File: src/rtl/mxb_pkg.sv
package mxb_pkg;
   localparam int NUM_MST = 2;
   localparam int NUM_SLV = 6;
   localparam int REG_W   = 3;
   localparam int IDX_W   = $clog2(NUM_SLV);

   typedef enum logic [REG_W-1:0] {
      RG_PRIV0   = 3'd0,
      RG_PRIV1   = 3'd1,
      RG_OPEN_A  = 3'd2,
      RG_OPEN_B  = 3'd3,
      RG_SHARED  = 3'd4,
      RG_GENERAL = 3'd5,
      RG_HOLE6   = 3'd6,
      RG_HOLE7   = 3'd7
   } region_e;

   localparam int SHARED_SLV = 4;
endpackage

File: src/rtl/mxb_decode.sv
module mxb_decode
   import mxb_pkg::*;
#(
   parameter int MST_ID = 0
)(
   input  logic [REG_W-1:0]   region,
   output logic [NUM_SLV-1:0] hit,
   output logic               bad
);
   if (MST_ID < 0 || MST_ID >= NUM_MST) begin : g_bad_id
      $error("mxb_decode: MST_ID out of range");
   end

   always_comb begin
      hit = '0;
      bad = 1'b0;
      case (region_e'(region))
         RG_PRIV0:   if (MST_ID == 0) hit[0] = 1'b1; else bad = 1'b1;
         RG_PRIV1:   if (MST_ID == 1) hit[1] = 1'b1; else bad = 1'b1;
         RG_OPEN_A:  hit[2] = 1'b1;
         RG_OPEN_B:  hit[3] = 1'b1;
         RG_SHARED:  hit[4] = 1'b1;
         RG_GENERAL: hit[5] = 1'b1;
         default:    bad = 1'b1;
      endcase
   end
endmodule

File: src/rtl/mxb_arb.sv
module mxb_arb
   import mxb_pkg::*;
#(
   parameter bit BOTH = 1'b1
)(
   input  logic [NUM_MST-1:0] want,
   output logic [NUM_MST-1:0] gnt
);
   if (BOTH) begin : g_fixed_prio
      always_comb begin
         gnt = '0;
         if (want[0])      gnt[0] = 1'b1;
         else if (want[1]) gnt[1] = 1'b1;
      end
   end else begin : g_single_owner
      // decoder lets only the owning master reach a private slave
      assign gnt = want;
   end
endmodule

File: src/rtl/mxb_stats.sv
module mxb_stats
   import mxb_pkg::*;
#(
   parameter int CNT_W = 16
)(
   input  logic                            clk,
   input  logic                            rst_n,
   input  logic [NUM_MST-1:0]              acc_rd,
   input  logic [NUM_MST-1:0]              acc_wr,
   input  logic                            clash,
   output logic [NUM_MST-1:0][CNT_W-1:0]   rd_cnt,
   output logic [NUM_MST-1:0][CNT_W-1:0]   wr_cnt,
   output logic [CNT_W-1:0]                clash_cnt
);
   if (CNT_W < 1) begin : g_bad_cnt
      $error("mxb_stats: CNT_W must be positive");
   end

   for (genvar m = 0; m < NUM_MST; m++) begin : g_mst
      always_ff @(posedge clk or negedge rst_n) begin
         if (!rst_n) begin
            rd_cnt[m] <= '0;
            wr_cnt[m] <= '0;
         end else begin
            if (acc_rd[m]) rd_cnt[m] <= rd_cnt[m] + 1'b1;
            if (acc_wr[m]) wr_cnt[m] <= wr_cnt[m] + 1'b1;
         end
      end


      rd_hold_chk: assert property (@(posedge clk) disable iff (!rst_n)
         !acc_rd[m] |=> $stable(rd_cnt[m]));

      wr_hold_chk: assert property (@(posedge clk) disable iff (!rst_n)
         !acc_wr[m] |=> $stable(wr_cnt[m]));
   end

   always_ff @(posedge clk or negedge rst_n) begin
      if (!rst_n)     clash_cnt <= '0;
      else if (clash) clash_cnt <= clash_cnt + 1'b1;
   end


   clash_step_chk: assert property (@(posedge clk) disable iff (!rst_n)
      clash |=> clash_cnt == $past(clash_cnt) + 1'b1);
endmodule

File: src/rtl/dual_master_bus.sv
module dual_master_bus
   import mxb_pkg::*;
#(
   parameter int ADDR_W = 16,
   parameter int DATA_W = 32,
   parameter int CNT_W  = 16
)(
   input  logic                                          clk,
   input  logic                                          rst_n,
   input  logic [NUM_MST-1:0]                            m_req,
   input  logic [NUM_MST-1:0]                            m_we,
   input  logic [NUM_MST-1:0][ADDR_W-1:0]                m_addr,
   input  logic [NUM_MST-1:0][DATA_W-1:0]                m_wdata,
   output logic [NUM_MST-1:0]                            m_gnt,
   output logic [NUM_MST-1:0]                            m_err,
   output logic [NUM_MST-1:0]                            m_rvalid,
   output logic [NUM_MST-1:0][DATA_W-1:0]                m_rdata,
   output logic [NUM_SLV-1:0]                            s_req,
   output logic [NUM_SLV-1:0]                            s_we,
   output logic [NUM_SLV-1:0][ADDR_W-REG_W-1:0]          s_addr,
   output logic [NUM_SLV-1:0][DATA_W-1:0]                s_wdata,
   input  logic [NUM_SLV-1:0][DATA_W-1:0]                s_rdata,
   output logic [NUM_MST-1:0][CNT_W-1:0]                 rd_cnt,
   output logic [NUM_MST-1:0][CNT_W-1:0]                 wr_cnt,
   output logic [CNT_W-1:0]                              clash_cnt
);
   localparam int OFF_W = ADDR_W - REG_W;

   if (ADDR_W <= REG_W) begin : g_bad_addr
      $error("dual_master_bus: ADDR_W must exceed the region field");
   end
   if (DATA_W < 1) begin : g_bad_data
      $error("dual_master_bus: DATA_W must be positive");
   end
   if (NUM_MST != 2) begin : g_bad_mst
      $error("dual_master_bus: exactly two masters supported");
   end

   logic [NUM_MST-1:0][NUM_SLV-1:0] hit;
   logic [NUM_MST-1:0]              bad;
   logic [NUM_SLV-1:0][NUM_MST-1:0] want;
   logic [NUM_SLV-1:0][NUM_MST-1:0] sgnt;
   logic [NUM_MST-1:0]              taken;
   logic [NUM_MST-1:0]              rd_pend;
   logic [NUM_MST-1:0][IDX_W-1:0]   rd_src;

   // ---------------- per-master decode and return path ----------------
   for (genvar m = 0; m < NUM_MST; m++) begin : g_mst
      logic [NUM_SLV-1:0] col;
      logic [IDX_W-1:0]   idx;

      mxb_decode #(.MST_ID(m)) u_dec (
         .region (m_addr[m][ADDR_W-1 -: REG_W]),
         .hit    (hit[m]),
         .bad    (bad[m])
      );

      always_comb begin
         idx = '0;
         for (int s = 0; s < NUM_SLV; s++) begin
            col[s] = sgnt[s][m];
            if (sgnt[s][m]) idx = IDX_W'(s);
         end
      end

      assign taken[m] = |col;
      assign m_err[m] = m_req[m] & bad[m];
      assign m_gnt[m] = taken[m] | m_err[m];

      always_ff @(posedge clk or negedge rst_n) begin
         if (!rst_n) begin
            rd_pend[m] <= 1'b0;
            rd_src[m]  <= '0;
         end else begin
            rd_pend[m] <= taken[m] & ~m_we[m];
            if (taken[m]) rd_src[m] <= idx;
         end
      end

      assign m_rvalid[m] = rd_pend[m];
      assign m_rdata[m]  = rd_pend[m] ? s_rdata[rd_src[m]] : '0;


      gnt_needs_req_chk: assert property (@(posedge clk) disable iff (!rst_n)
         m_gnt[m] |-> m_req[m]);

      err_no_slave_chk: assert property (@(posedge clk) disable iff (!rst_n)
         m_err[m] |-> !taken[m]);

      rd_return_chk: assert property (@(posedge clk) disable iff (!rst_n)
         (taken[m] && !m_we[m]) |=> m_rvalid[m]);

      no_stray_rvalid_chk: assert property (@(posedge clk) disable iff (!rst_n)
         !(taken[m] && !m_we[m]) |=> !m_rvalid[m]);
   end

   // ---------------- per-slave arbitration and forwarding ----------------
   for (genvar s = 0; s < NUM_SLV; s++) begin : g_slv
      logic win;

      for (genvar m = 0; m < NUM_MST; m++) begin : g_want
         assign want[s][m] = m_req[m] & hit[m][s];
      end

      mxb_arb #(.BOTH(s >= 2)) u_arb (
         .want (want[s]),
         .gnt  (sgnt[s])
      );

      assign win        = sgnt[s][1];
      assign s_req[s]   = |sgnt[s];
      assign s_we[s]    = m_we[win];
      assign s_addr[s]  = m_addr[win][OFF_W-1:0];
      assign s_wdata[s] = m_wdata[win];

      if (s >= 2) begin : g_open_chk

         prio_m0_chk: assert property (@(posedge clk) disable iff (!rst_n)
            (want[s] == 2'b11) |-> (sgnt[s] == 2'b01));
      end
   end


   priv_owner_chk: assert property (@(posedge clk) disable iff (!rst_n)
      !sgnt[0][1] && !sgnt[1][0]);

   // ---------------- statistics ----------------
   mxb_stats #(.CNT_W(CNT_W)) u_stats (
      .clk       (clk),
      .rst_n     (rst_n),
      .acc_rd    (taken & ~m_we),
      .acc_wr    (taken & m_we),
      .clash     (&want[SHARED_SLV]),
      .rd_cnt    (rd_cnt),
      .wr_cnt    (wr_cnt),
      .clash_cnt (clash_cnt)
   );
endmodule

File: config.mk
export PLATFORM = sky130hd
export DESIGN_NAME = dual_master_bus
export DESIGN_NICKNAME = d
export VERILOG_FILES = /design/src/rtl/mxb_pkg.sv /design/src/rtl/mxb_decode.sv /design/src/rtl/mxb_arb.sv /design/src/rtl/mxb_stats.sv /design/src/rtl/dual_master_bus.sv
export SDC_FILE = /design/constraint.sdc
export NUM_CORES = 1
export LEC_CHECK = 0
export BUFFER_PORTS_ARGS = -buffer_cell sky130_fd_sc_hd__buf_2
export CORE_AREA = 2 2 283 285
export DETAILED_ROUTE_END_ITERATION = 10
export DIE_AREA = 0 0 285 287
export MAX_ROUTING_LAYER = met4
export PLACE_DENSITY = 0.38
export SETUP_SLACK_MARGIN = 0.2
export SYNTH_ARGS = -nofsm -noshare
export SYNTH_HDL_FRONTEND = slang
export SYNTH_HIERARCHICAL = 1
export SYNTH_SLANG_ARGS = --single-unit
File: constraint.sdc
create_clock -name clk -period 1.5 [get_ports clk]
set_clock_uncertainty 0.05 [all_clocks]
set_input_delay 0.15 -clock clk [delete_from_list [all_inputs] [get_ports clk]]
set_output_delay 0.15 -clock clk [all_outputs]
set_load 0.01 [all_outputs]
# Word-level counts from Yosys, hierarchy flattened
# Index checks and enable logic that the tools add are counted.
[op_classes] addsub=5 multipliers=0 n_div=0 n_lt_le_gt_ge=7 eq_ne=9 shifts=0 muxes=69 n_bitwise=21 reduce_logical=10
[ops] op="$mux 32" count=14
[ops] op="$bmux 32 s3" count=2
[ops] op="$mux 13" count=10
[ops] op="$add 16x1->16 const B" count=5
[ops] op="$mux 1" count=35
[ops] op="$reduce_or 5->1" count=4
[ops] op="$mux 3" count=6
[ops] op="$and 1x1->1" count=14
[ops] op="$eq 3x2->1 const B" count=4
[ops] op="$eq 3x3->1 const B" count=4
[ops] op="$lt 1x2->1 const B" count=5
[ops] op="$lt 3x4->1 const B" count=2
[ops] op="$reduce_or 2->1" count=4
[ops] op="$and 2x2->2" count=2
[ops] op="$mux 2" count=2
[ops] op="$eq 3x1->1 const B" count=1
[ops] op="$logic_not 3->1" count=1
[ops] op="$not 1->1" count=2
[ops] op="$not 2->2" count=1
[ops] op="$or 1x1->1" count=2
[ops] op="$reduce_and 2->1" count=1
[totals] regBits=88 latch_bits=0 ramBits=0 rom_bits=0 inputBits=294 out_inout_bits=432 wordCells=130 mem_count=0

# Longest topological paths before layout
# Gate-level depths: netlist of the first run.
[depth] word_depth=9 depth_mapped=10 ltp_nobuf=10

# Cells and area by module
# Netlist of the first run, hierarchy kept.
[modules_own_cells] mod="dual_master_bus" instances=1 cells_per_inst=737 area_per_inst_um2=6881.6
[modules_own_cells] mod="mxb_stats" instances=1 cells_per_inst=279 area_per_inst_um2=3407.0
[modules_own_cells] mod="mxb_arb (g_slv[2].u_arb ...)" instances=4 cells_per_inst=2 area_per_inst_um2=21.3
[modules_own_cells] mod="mxb_decode (g_mst[0].u_dec)" instances=1 cells_per_inst=10 area_per_inst_um2=73.8
[modules_own_cells] mod="mxb_decode (g_mst[1].u_dec)" instances=1 cells_per_inst=9 area_per_inst_um2=66.3
[modules_own_cells] mod="mxb_arb (g_slv[0].u_arb ...)" instances=2 cells_per_inst=2 area_per_inst_um2=15.0

# Worst setup path before layout of the first run
# Ideal clock, no wire load.
[synth_timing] path_type="input-to-reg" start="input m_addr[29] in the netlist's numbering" end="register u_stats/wr_cnt[25] in the netlist's numbering" setup_time_ns=0.126 t_arrival_ns=2.345 slack_ns=-1.021 path_stages=10 n_path_buf=0 path_cell_list="and3b_2 and2_1 nor2b_4 or4_1 nor3_1 nor2b_1 and4_1 and4_1 and4_1 xor2_1"
[synth_rtl] item="start, declared" line="dual_master_bus.sv:12" rtl="input logic [NUM_MST-1:0][ADDR_W-1:0] m_addr,"
[synth_rtl] item="end signal, assigned by index" line="mxb_stats.sv:26" rtl="if (acc_wr[m]) wr_cnt[m] <= wr_cnt[m] + 1'b1;"
[synth_rtl] item="end, declared" line="mxb_stats.sv:12" rtl="output logic [NUM_MST-1:0][CNT_W-1:0] wr_cnt,"

==> results.yml, run 1 <==
global_route:
  grtUsageTotal_pct: 19.0
  grt_pass1_vias: 13500
  antenna_found_initial: 11
  grt_overflow_total: 0
  grt_pass1_wl_um: 107000
  grt_max_degree: 53
floorplan:
  start_util_pct: 13.4
  rows: 103
  die-area_um2: 81800
  fp.dieH_um: 287
  io_pins: 726
  die_w_um: 285
  core_area_um2: 78600
detailed_routing:
  vias: 13000
  viasPerCell: 4.25
  drc: 0
  drtIter0Drc: 388
  wire_per_inst_um: 26.5
  wl_um: 81100
  detail-route-antenna-nets: 0
  dr.pass1.iters: 5
run_status:
  status: "finished with violations"
  violations: "slew limit, setup timing"
sta:
  finalCritPeriodShare_pct: 145
  rsz0062_at_grt: "yes"
  hold_viol: 0
  max_freq_ghz: 0.460
  slew_viol_final: 50
  worstMarginPinSlew_ns: 3.33
  relSlewSlack_pct: -122
  setup_violations: 375
  layout_min_cycle_time_ns: 2.17
  setup_ws_ns: -0.674
cells_and_area:
  fin_area_um2: 23100
  drive_above_1_share_pct: 76.2
  syn_to_final_growth_pct: 119
  n_fill_cell: 8291
  seqCellArea_um2: 2220
  multi_input_area_um2: 9770
  final_nets: 2299
  utilization_pct: 29.4
critical_path:
  max_stage_delay_ns: 0.55
  cpMaxStageDelayCell: "or3b_4"
  cp_max_fo: 8
  crit_arrival_ns: 1.97
  cp_data_required_time_ns: 1.30
  crit_family: "simple AND/OR/NAND/NOR gates"
  critPathLaunchType: "flip-flop"
  worstSetupPathType: "reg -> out"
  cp_num_buf_inv: 2
  end_kind: "primary output"
  crit_chain: "or3b_4, buf_6, o22a_1, o21ai_2, buf_2"
clock_network:
  clock_path_buffers: 2
  cts.root.buffer_cell: "clkbuf_16"
  htree_levels: 3
  cts_tree: "built"
  path_clk_slew_ns: 0.08
  cts_buffers: 9
  clk_latency_ns: 0.37
  cts_sinks: 88
synth:
  synth_ff_type: "dfrtp_1"
  synthesis.area_um2: 10500
  synth_edf_count: 0
  yosysWarnings: 6
  synthCells: 1047
  seq_area_frac_synth_pct: 20.9
  async_reset_ff_share_pct: 100
  synth.avg_cell_area_um2: 10.1
  mappedNetlistNets: 1346
  synth-seq-cells: 88
  synth.distinct_cells: 50
placed_design:
  hpwl_um: 57400
  place_congestion: 0.986
  port_buffers: 725
  dpl_cell_area_um2: 17300
pwr:
  powerDensity_nw_per_um2: 625
  irDropWorstVdd_mv: 0.533
  power_leakage_nw: 11.2
flow_run:
  cap_violations: 0
worst_hold_path:
  holdCritPathClass: "in -> async"
registers in the layout (all words and copies together) (netlist names):
name and count:
u_stats/clash_cnt 16, m_rvalid 2, u_stats/rd_cnt 32, u_stats/wr_cnt 32
rd_src 6
final cells by class:
cell class,instances,area share (%)
diodes,7,0.0757
clock buffers,9,0.973
clock inverters,7,0.270
inverters,8,0.151
multi-input cells,868,42.2
flip-flops and latches,88,9.58
well taps,1050,5.68
repair buffers,1025,41.0
cells in the mapped netlist (all sizes together) (3+ instances only):
cell type	count	share of area, %
a21oi	4	0.19
nor2	21	0.75
or2	4	0.24
nor3b	5	0.45
or4	3	0.25
and3	16	0.97
xnor2	49	4.1
and2	16	0.95
xor2	26	2.2
ha	5	0.59
nor3	8	0.38
nand2b	4	0.24
nor2b	6	0.64
and3b	4	0.36
clkbuf	16	0.57
mux2i	192	18
nand3	22	1.2
buf	68	4.2
o22a	64	5.3
nand4	18	1.1
and4	8	0.69
nand2	31	1.1
inv	8	0.28
o21ai	67	3.3
dfrtp	88	21
mux2	281	30
timing repair:
item	4_1_cts	5_1_grt
hold buffers	1	0
endpoints found under the setup margin	388	403
pin swaps	74	58
cloned	37	3
endpoints found under the hold margin	88	0
gates resized for setup	505	295
buffers inserted	72	38
metal layers:
metal | wire length (um) | up-vias | track usage, % | part of all wire [%]
met5 | 0 | - | - | 0
met4 | 3700 | 0 | 7.00 | 4.6
met3 | 5030 | 103 | 3.41 | 6.2
met2 | 41900 | 595 | 34.6 | 52
met1 | 30500 | 6462 | 20.6 | 38
li1 | - | 5846 | - | -
metrics by stage:
| step | total power [mW] | std cells | hold slack [ns] | setup WS, ns | TNS, ns |
|---|---|---|---|---|---|
| after floorplan | 6.38 | 1047 | -0.196 | -0.703 | -32.34 |
| after global placement | 10.1 | 2889 | 0.00172 | -0.967 | -203.53 |
| after detailed placement | 10.1 | 2889 | 0.00240 | -0.987 | -206.26 |
| after CTS | 13.8 | 3014 | 0.142 | -0.715 | -145.23 |
| after global routing | 15.2 | 3060 | 0.186 | -0.758 | -178.80 |
| final | 14.5 | 3062 | 0.153 | -0.674 | -161.51 |
kinds of logic (layout without fill, tap and decap cells):
group / Yosys count / after routing / share of synthesized area [%]
muxes: 473 / 473 / 48.2
and+or+nand+nor: 172 / 173 / 9.78
AOI/OAI and AO/OA: 140 / 140 / 9.11
buffers and inverters: 92 / 1049 / 5.02
DFF: 88 / 88 / 20.9
xor gates and xnor gates: 75 / 75 / 6.30
adders and majority gates: 5 / 5 / 0.593
other: 2 / 9 / 0.0712
worst reg2reg max path: cells and delay by family (launching register included):
kind / cells / cell delay, ns
simple gates: 3 / 0.94
flops: 1 / 0.40
xor+xnor: 1 / 0.14
cell usage in the layout (no fill, tap or decap), types with 15 or more instances in the layout:
cell type and n:
mux2i_1 190, o21ai_2 61, buf_8 15, buf_12 47, buf_16 43, buf_6 352
mux2_4 230, buf_4 109, nand2_1 15, dfrtp_1 80, mux2_2 39, o22a_1 54
xor2_1 24, nand4_1 18, buf_2 455, xnor2_2 25, xnor2_1 24
final timing paths:
check	startpoint	to	slack [ns]	cells after the start
worst max-delay path	rd_src[3]	m_rdata[49]	-0.67	5
worst min-delay path	rst_n	u_stats/clash_cnt[6]	0.15	2
worst max register to register	u_stats/wr_cnt[1]	u_stats/wr_cnt[15]	-0.15	4
worst min register to register	u_stats/clash_cnt[15]	u_stats/clash_cnt[15]	0.41	1
max in group asynchronous	rst_n	u_stats/rd_cnt[12]	0.63	3
min in group clk	m_req[0]	rd_src[2]	0.31	4
report_power, final:
part           switching (mW)  internal (mW)  leakage (nW)
Clock                    1.20           1.16         0.136
Combinational            4.33           4.79          9.92
Sequential              0.285           2.70          1.17
Total                    5.82           8.64          11.2
Power figures use the tool's default switching activity.
==> inputs of run 2 (changes only) <==
Settings changed: ABC_AREA from default to 1, CORE_AREA 2 2 283 285 to 2 2 282 284, DIE_AREA 0 0 285 287 to 0 0 284 286, PLACE_DENSITY 0.38 to 0.39, SYNTH_HIERARCHICAL 1 to default.
==> run 2 against run 1 <==
  * The flow finishes with violations (setup timing)
  * Area after synthesis is 7.5% higher
  * Total power is 20% higher
  * Final cell count up 36%
  * Sequential power up 7.4%
  * Largest cell class is now non-clock buffers
  * Fmax increased by 1.8%
==> results.yml, run 2 <==
detailed_routing:
  detail-route-antenna-nets: 0
  drtIter0Drc: 933
  wl_um: 92800
  vias: 18800
  wire_per_inst_um: 22.3
  viasPerCell: 4.50
  drc: 0
  dr.pass1.iters: 5
global_route:
  grt_pass1_wl_um: 126000
  grt_pass1_vias: 18200
  antenna_found_initial: 8
  grtUsageTotal_pct: 21.6
  grt_max_degree: 34
  grt_overflow_total: 0
synth:
  synth_edf_count: 0
  yosysWarnings: 0
  async_reset_ff_share_pct: 100
  synthCells: 2059
  synth_top_area_cell: "nand2_1"
  yosys.area.top_type_share_pct: 20.4
  synth_commonest_cells: "nand2_1, o21ai_0, inv_1"
  seq_area_frac_synth_pct: 19.4
  synthesis.area_um2: 11300
  synth.distinct_cells: 31
  synth.area.top_cells: "nand2_1, o21ai_0, dfrtp_1"
  yosysMostFrequentCell: "nand2_1"
  synth_ff_type: "dfrtp_1"
  mappedNetlistNets: 2358
  synth.avg_cell_area_um2: 5.51
  synth-seq-cells: 88
sta:
  hold-worst-slack_ns: 0.0562
  max_freq_ghz: 0.469
  setup_violations: 320
  relSlewSlack_pct: 62.3
  hold_viol: 0
  tns_ns: -72.85
  layout_min_cycle_time_ns: 2.13
  setup_ws_ns: -0.634
  finalCritPeriodShare_pct: 142
  slew_viol_final: 0
  worstMarginPinSlew_ns: 0.565
  rsz0062_at_grt: "yes"
floorplan:
  io_pins: 726
  die_w_um: 284
  core_area_um2: 78400
  die-area_um2: 81200
  start_util_pct: 14.5
  fp.dieH_um: 286
  rows: 103
critical_path:
  cp_max_fo: 12
  crit_family: "flip-flops"
  cp_data_required_time_ns: 1.30
  cp.depth: 8
  worstSetupPathType: "reg -> out"
  max_stage_delay_ns: 0.57
  end_kind: "primary output"
  crit_arrival_ns: 1.93
  cpMaxStageDelayCell: "dfrtp_4"
  r2r_slack_ns: -0.30
  critPathLaunchType: "flip-flop"
  worst_r2r_path_depth: 9
  cp_num_buf_inv: 3
  crit_chain: "buf_4, buf_12, a21oi_2, o21ai_1, o21ai_1, nand2_1, a21oi_2, buf_2"
run_status:
  status: "finished with violations"
  violations: "setup timing"
placed_design:
  hpwl_um: 66100
  dpl_cell_area_um2: 18400
  dp_slack_ns: -0.881
  dp_cells: 3908
  port_buffers: 725
  place_congestion: 0.936
clock_network:
  htree_levels: 3
  clk_latency_ns: 0.37
  cts.root.buffer_cell: "clkbuf_16"
  cts_tree: "built"
  clock_path_buffers: 2
  cts_buffers: 9
  path_clk_slew_ns: 0.08
  cts_sinks: 88
cells_and_area:
  reg_top3: "u_stats.rd_cnt: 32 flops, u_stats.wr_cnt: 32 flops, u_stats.clash_cnt: 16 flops"
  final_nets: 3406
  layout_commonest_cell: "buf_2"
  fin_area_um2: 25700
  syn_to_final_growth_pct: 127
  final_cells: 4165
  final_cell_mix: "buf_2, nand2_1, buf_4"
  drive_above_1_share_pct: 59.7
pwr:
  irDropWorstVdd_mv: 0.488
  powerDensity_nw_per_um2: 677
  power_leakage_nw: 12.5
worst_hold_path:
  holdPathStages: 3
  holdCritPathClass: "in -> reg"
flow_run:
  cap_violations: 0
## run 2: worst paths after layout
kind                                      startpoint              endpoint
max in group asynchronous                      rst_n  u_stats.clash_cnt[0]
worst min-delay path                      m_addr[14]             rd_src[2]
worst max-delay path                       rd_src[3]           m_rdata[49]
min in group asynchronous                      rst_n    u_stats.rd_cnt[16]
worst max register to register             rd_src[0]             rd_src[0]
worst min register to register  u_stats.clash_cnt[3]  u_stats.clash_cnt[3]
## run 2: area by class of cell
class	count	area (um^2)
Multi-Input combinational cell	1587	10300
Antenna cell	3	7.51
Clock buffer	9	225
Fill cell	8487	52600
Timing Repair Buffer	1224	10800
Tap cell	1050	1310
Inverter	197	778
Sequential cell	88	2240
Clock inverter	7	85.1
## run 2: routing by layer
layer  up-vias  track usage [%]  wire [um]
met3       226             2.58       4680
met2       833             39.5      48200
met1      8768             22.5      33500
met5         -                -          0
met4         0             11.7       6400
li1       8924                -          -
## run 2: metrics by stage
stage	utilization, %	total power, mW
after detailed placement	23.5	12.0
after global routing	32.8	18.5
after floorplan	-	7.76
after CTS	29.6	16.0
final	32.8	17.4
after global placement	23.5	12.1
## run 2: worst reg2reg max path: cells and delay by family, from the launching register on
family          cells  cell delay, ns
buf+inv             8            1.06
flops               1            0.45
compound gates      1            0.16
## run 2: timing repair
action                                 4_1_cts  5_1_grt
cloned                                      54       20
pin swaps                                   37      126
resized for setup                          632      454
endpoints found under the hold margin       54        0
setup endpoints to repair                  375      405
setup buffers                              107       57
hold buffers                                 1        0
## run 2: logic make-up (layout without fill, tap and decap cells)
| logic type | Yosys count | after routing | share of synthesized area, % |
|---|---|---|---|
| compound gates | 655 | 655 | 30.6 |
| xor+xnor | 34 | 34 | 2.63 |
| fa+ha+maj | 5 | 5 | 0.552 |
| buf+inv | 385 | 1437 | 15.1 |
| flops | 88 | 88 | 19.4 |
| other cells | 0 | 3 | 0 |
| simple gates | 892 | 893 | 31.6 |
## run 2: power breakdown
group	switching (mW)	internal (mW)
logic	6.35	5.29
clock network	1.24	1.33
registers	0.448	2.76
total	8.04	9.38
